`src/rtl/mdf_pkg.sv`:
```
package mdf_pkg;
  // strobes from control to datapath for one received character
  typedef struct packed {
    logic fwd;       // load output register and raise outValid
    logic markAddr;  // forwarded character is an address
  } ctrlStrobe_t;
endpackage

```
`src/rtl/mdf_datapath.sv`:
```
module mdf_datapath
  import mdf_pkg::*;
#(
  parameter int DATA_W = 8
) (
  input  logic              clk,
  input  logic              rstN,
  input  logic [DATA_W:0]   rxChar,
  input  logic [DATA_W-1:0] nodeAddr,
  input  ctrlStrobe_t       strobe,
  output logic              isAddrChar,
  output logic              isMatch,
  output logic              outValid,
  output logic [DATA_W-1:0] outData,
  output logic              outIsAddr
);
  localparam int MARK_BIT = DATA_W;

  assign isAddrChar = rxChar[MARK_BIT];
  assign isMatch    = (rxChar[DATA_W-1:0] == nodeAddr);

  always_ff @(posedge clk or negedge rstN) begin
    if (!rstN) begin
      outValid  <= 1'b0;
      outData   <= '0;
      outIsAddr <= 1'b0;
    end else begin
      outValid <= strobe.fwd;
      if (strobe.fwd) begin
        outData   <= rxChar[DATA_W-1:0];
        outIsAddr <= strobe.markAddr;
      end
    end
  end

  // no forward strobe means no output next cycle
  p_no_spurious_out_r11: assert property (@(posedge clk) disable iff (!rstN)
    !strobe.fwd |=> !outValid);
  // forwarded payload equals the received low byte
  p_payload_kept_r5: assert property (@(posedge clk) disable iff (!rstN)
    strobe.fwd |=> (outValid && outData == $past(rxChar[DATA_W-1:0])));
  // address flag follows the mark bit of the forwarded character
  p_addr_flag_r9: assert property (@(posedge clk) disable iff (!rstN)
    strobe.fwd |=> (outIsAddr == $past(rxChar[MARK_BIT])));
endmodule

```
`src/rtl/mdf_ctrl.sv`:
```
module mdf_ctrl
  import mdf_pkg::*;
(
  input  logic        clk,
  input  logic        rstN,
  input  logic        rxValid,
  input  logic        isAddrChar,
  input  logic        isMatch,
  input  logic        autoMode,
  output ctrlStrobe_t strobe,
  output logic        addrMatch,
  output logic        addrSeen
);
  logic addrChar;
  logic dataChar;

  assign addrChar = rxValid & isAddrChar;
  assign dataChar = rxValid & ~isAddrChar;

  always_comb begin
    strobe          = '0;
    strobe.markAddr = addrChar;
    if (autoMode) strobe.fwd = dataChar & addrMatch;
    else          strobe.fwd = dataChar | addrChar;
  end

  always_ff @(posedge clk or negedge rstN) begin
    if (!rstN) begin
      addrMatch <= 1'b0;
      addrSeen  <= 1'b0;
    end else begin
      addrSeen <= addrChar;
      if (addrChar) addrMatch <= isMatch;
    end
  end

  // exactly one pulse per address character
  p_addr_pulse_r3: assert property (@(posedge clk) disable iff (!rstN)
    (rxValid && isAddrChar) |=> addrSeen);
  p_no_extra_pulse_r3: assert property (@(posedge clk) disable iff (!rstN)
    !(rxValid && isAddrChar) |=> !addrSeen);
  // match state changes only on address characters
  p_match_hold_r4: assert property (@(posedge clk) disable iff (!rstN)
    !(rxValid && isAddrChar) |=> $stable(addrMatch));
  // closed filter in automatic mode forwards nothing
  p_auto_reject_r6: assert property (@(posedge clk) disable iff (!rstN)
    (autoMode && !addrMatch) |-> !strobe.fwd);
  // automatic mode never forwards address characters
  p_auto_no_addr_r7: assert property (@(posedge clk) disable iff (!rstN)
    (autoMode && rxValid && isAddrChar) |-> !strobe.fwd);
endmodule

```
`src/rtl/mdf_top.sv`:
```
module mdf_top
  import mdf_pkg::*;
(
  input  logic       clk,
  input  logic       rstN,
  input  logic       autoMode,
  input  logic [7:0] nodeAddr,
  input  logic       rxValid,
  input  logic [8:0] rxChar,
  output logic       outValid,
  output logic [7:0] outData,
  output logic       outIsAddr,
  output logic       addrMatch,
  output logic       addrSeen
);
  ctrlStrobe_t strobe;
  logic        isAddrChar;
  logic        isMatch;

  mdf_ctrl u_ctrl (
    .clk        (clk),
    .rstN       (rstN),
    .rxValid    (rxValid),
    .isAddrChar (isAddrChar),
    .isMatch    (isMatch),
    .autoMode   (autoMode),
    .strobe     (strobe),
    .addrMatch  (addrMatch),
    .addrSeen   (addrSeen)
  );

  mdf_datapath #(.DATA_W(8)) u_dp (
    .clk        (clk),
    .rstN       (rstN),
    .rxChar     (rxChar),
    .nodeAddr   (nodeAddr),
    .strobe     (strobe),
    .isAddrChar (isAddrChar),
    .isMatch    (isMatch),
    .outValid   (outValid),
    .outData    (outData),
    .outIsAddr  (outIsAddr)
  );
endmodule

```
`config.mk`:
```
export PLATFORM = sky130hd
export DESIGN_NAME = mdf_top
export DESIGN_NICKNAME = d
export VERILOG_FILES = /design/src/rtl/mdf_pkg.sv /design/src/rtl/mdf_datapath.sv /design/src/rtl/mdf_ctrl.sv /design/src/rtl/mdf_top.sv
export SDC_FILE = /design/constraint.sdc
export NUM_CORES = 1
export LEC_CHECK = 0
export CAP_MARGIN = 20
export CORE_MARGIN = 2
export CORE_UTILIZATION = 37
export DETAILED_ROUTE_END_ITERATION = 8
export PLACE_DENSITY = 0.81
export SLEW_MARGIN = 20
export SYNTH_ARGS = -nofsm -noshare
export SYNTH_HDL_FRONTEND = slang
export SYNTH_SLANG_ARGS = --single-unit
export TNS_END_PERCENT = 5
```
`constraint.sdc`:
```
create_clock -name clk -period 3.85 [get_ports clk]
set_clock_uncertainty 0.2 [all_clocks]
set_input_delay 0.385 -clock clk [delete_from_list [all_inputs] [get_ports clk]]
set_output_delay 0.385 -clock clk [all_outputs]
set_load 0.02 [all_outputs]
```
==> results.sh <==
export IMPL_final_util_pct=67.5
export IMPL_dp_hpwl_um=977
export IMPL_antenna_cells=0
export IMPL_layout_worst_path_cycle_share_pct=48.0
export IMPL_crit_buf_inv=1
export IMPL_ctsResizeCount=0
export IMPL_power_total_uw=325
export IMPL_grt_setup_unrepaired="false"
export IMPL_use_met2_pct=27.7
export IMPL_synth_top_area_share_pct=55.7
export IMPL_path_delay_family="buffers and inverters"
export IMPL_ctsRootBufferMaster="clkbuf_4"
export IMPL_grt_use_total_pct=15.5
export IMPL_worst_slack_ns=2.00
export IMPL_port_buffers=32
export IMPL_placed_cell_area_um2=878
export IMPL_grt_max_degree=13
export IMPL_first_pass_iters=4
export IMPL_synth_top_area_cell="dfrtp_1"
export IMPL_syn_area_um2=539
export IMPL_hold_class="input pin to async pin"
export IMPL_drt_first_iter_violations=2
export IMPL_start_util_pct=40.4
export IMPL_cp_start_kind="register"
export IMPL_cp_depth=1
export IMPL_ys_top_cells_by_area="dfrtp_1, mux2_2, xnor2_1"
export IMPL_boundaryPins=33
export IMPL_use_met3_pct=6.90
export IMPL_synth_warnings=0
export IMPL_die_area_mm2=0.00178
export IMPL_routed_wl_um=1160
export IMPL_syn_inst=39
export IMPL_slew_violations=0
export IMPL_fillers=101
export IMPL_cts_max_path_buffers=2
export IMPL_critPathMaxFanout=3
export IMPL_synth_avg_cell_area_um2=13.8
export IMPL_final_cell_mix="clkdlybuf4s50_1, dfrtp_1, xnor2_1, mux2_2"
export IMPL_crit_arrival_ns=1.26
export IMPL_drive_gt1_share_pct=18.9
export IMPL_relSlewSlack_pct=64.4
export IMPL_synth_seq_area_share_pct=55.7
export IMPL_post_drt_wl_per_cell_um=13.1
export IMPL_ant_nets=0
export IMPL_ctsHtreeMaxLevel=1
export IMPL_core_area_mm2=0.00133
export IMPL_grt_pass1_vias=465
export IMPL_ir_worst_vdd_mv=0.279
export IMPL_hold_viol=0
export IMPL_ys_seq_elements=12
export IMPL_grt_use_met1_pct=14.4
export IMPL_grt_ovfl_total=0
export IMPL_clk_pin_slew_ns=0.07
export IMPL_cts_tree="yes"
export IMPL_crit_path_cell_trace="clkdlybuf4s50_1"
export IMPL_std_cell_rows=13
export IMPL_cts_made_buffers=3
export IMPL_hold_slack_ns=0.262
export IMPL_final_area_um2=901
export IMPL_cts_setup_buffers=0
export IMPL_layout_commonest_cell="clkdlybuf4s50_1"
export IMPL_drc_errors=0
export IMPL_ff2ff_path_depth=3
export IMPL_numPlacedInstances=86
export IMPL_pre_cts_ws_ns=1.85
export IMPL_place_congestion=0.731
export IMPL_vias_per_cell=4.90
export IMPL_grt_pass1_wl_um=1980
export IMPL_setup_viol=0
export IMPL_reg2reg_from="u_ctrl.addrMatch"
export IMPL_maxCapViolCount=0
export IMPL_vias=436
export IMPL_syn_to_final_growth_pct=67.1
export IMPL_critPathKind="register to output port"
export IMPL_tns_ns=0
export IMPL_crit_slowest_cell="clkdlybuf4s50_1"
export IMPL_max_freq_mhz=542
export IMPL_cts_sinks=12
export IMPL_synth_cell_type_count=10
export IMPL_startpoint="u_ctrl.addrMatch"
export IMPL_outcome="finished clean"
export IMPL_clkLatencyLatePin_ns=0.27
export IMPL_worst_slew_pin_slew_ns=0.532
export IMPL_top_usage_layer="met2"
export IMPL_p_leak_nw=0.369
export IMPL_die_w_um=42.2
export IMPL_antenna_found_initial=0
export IMPL_cp_required_ns=3.26
export IMPL_p_per_area_mw_per_mm2=361
export IMPL_syn_num_nets=60
export IMPL_cts_hold_buf=0
export IMPL_stdcell_count=89
export IMPL_nets=97
export IMPL_end_kind="output port"
export IMPL_min_period_ns=1.85
export IMPL_cpPeakStageDelay_ns=0.61
export IMPL_die_h_um=42.2
==> flip-flops by register name, summed over array words and instances, names as in the netlist <==
| name | count |
|---|---|
| u_dp.outData | 8 |
| u_ctrl.addrMatch | 1 |
| u_ctrl.addrSeen | 1 |
| u_dp.outIsAddr | 1 |
| u_dp.outValid | 1 |
==> cells in the mapped netlist <==
cell	n
xnor2_1	8
inv_1	3
a22o_2	1
nand2_1	2
nor2b_4	1
dfrtp_1	12
o21ai_4	1
o31ai_1	1
mux2_2	8
nand4_1	2
==> power breakdown <==
| part | switching [mW] | internal [mW] | total [mW] |
|---|---|---|---|
| Sequential | 0.00678 | 0.141 | 0.148 |
| Combinational | 0.0425 | 0.0607 | 0.103 |
| Clock | 0.0377 | 0.0362 | 0.0739 |
==> final cells by class <==
type	count	area, µm²	area share [%]
Timing Repair Buffer	32	320	35.6
Sequential cell	12	300	33.3
Multi-Input combinational cell	24	228	25.3
Clock buffer	3	22.5	2.50
Tap cell	15	18.8	2.08
Inverter	3	11.3	1.25
==> final timing paths <==
kind	slack [ns]	to
max in group asynchronous	2.83	u_dp.outData[0]
min in group clk	0.31	u_dp.outData[2]
hold reg to reg	0.31	u_dp.outData[2]
setup / recovery	2.00	addrMatch
setup reg to reg	2.32	u_dp.outData[7]
hold / removal	0.26	u_dp.outData[3]
==> cells by family (layout without fill, tap and decap cells) <==
logic type | Yosys count | in the layout | synth area share, %
compound gates | 3 | 3 | 6.27
xor+xnor | 8 | 8 | 13.0
buf+inv | 3 | 38 | 2.09
mux | 8 | 8 | 16.7
simple gates | 5 | 5 | 6.26
flops | 12 | 12 | 55.7
==> routing by layer <==
| metal | share of wire (%) | vias to the layer above |
|---|---|---|
| met1 | 36 | 204 |
| met5 | 0 | - |
| met3 | 7.6 | 4 |
| met4 | 2.7 | 0 |
| li1 | - | 207 |
| met2 | 53 | 21 |
Power figures use the tool's default switching activity.
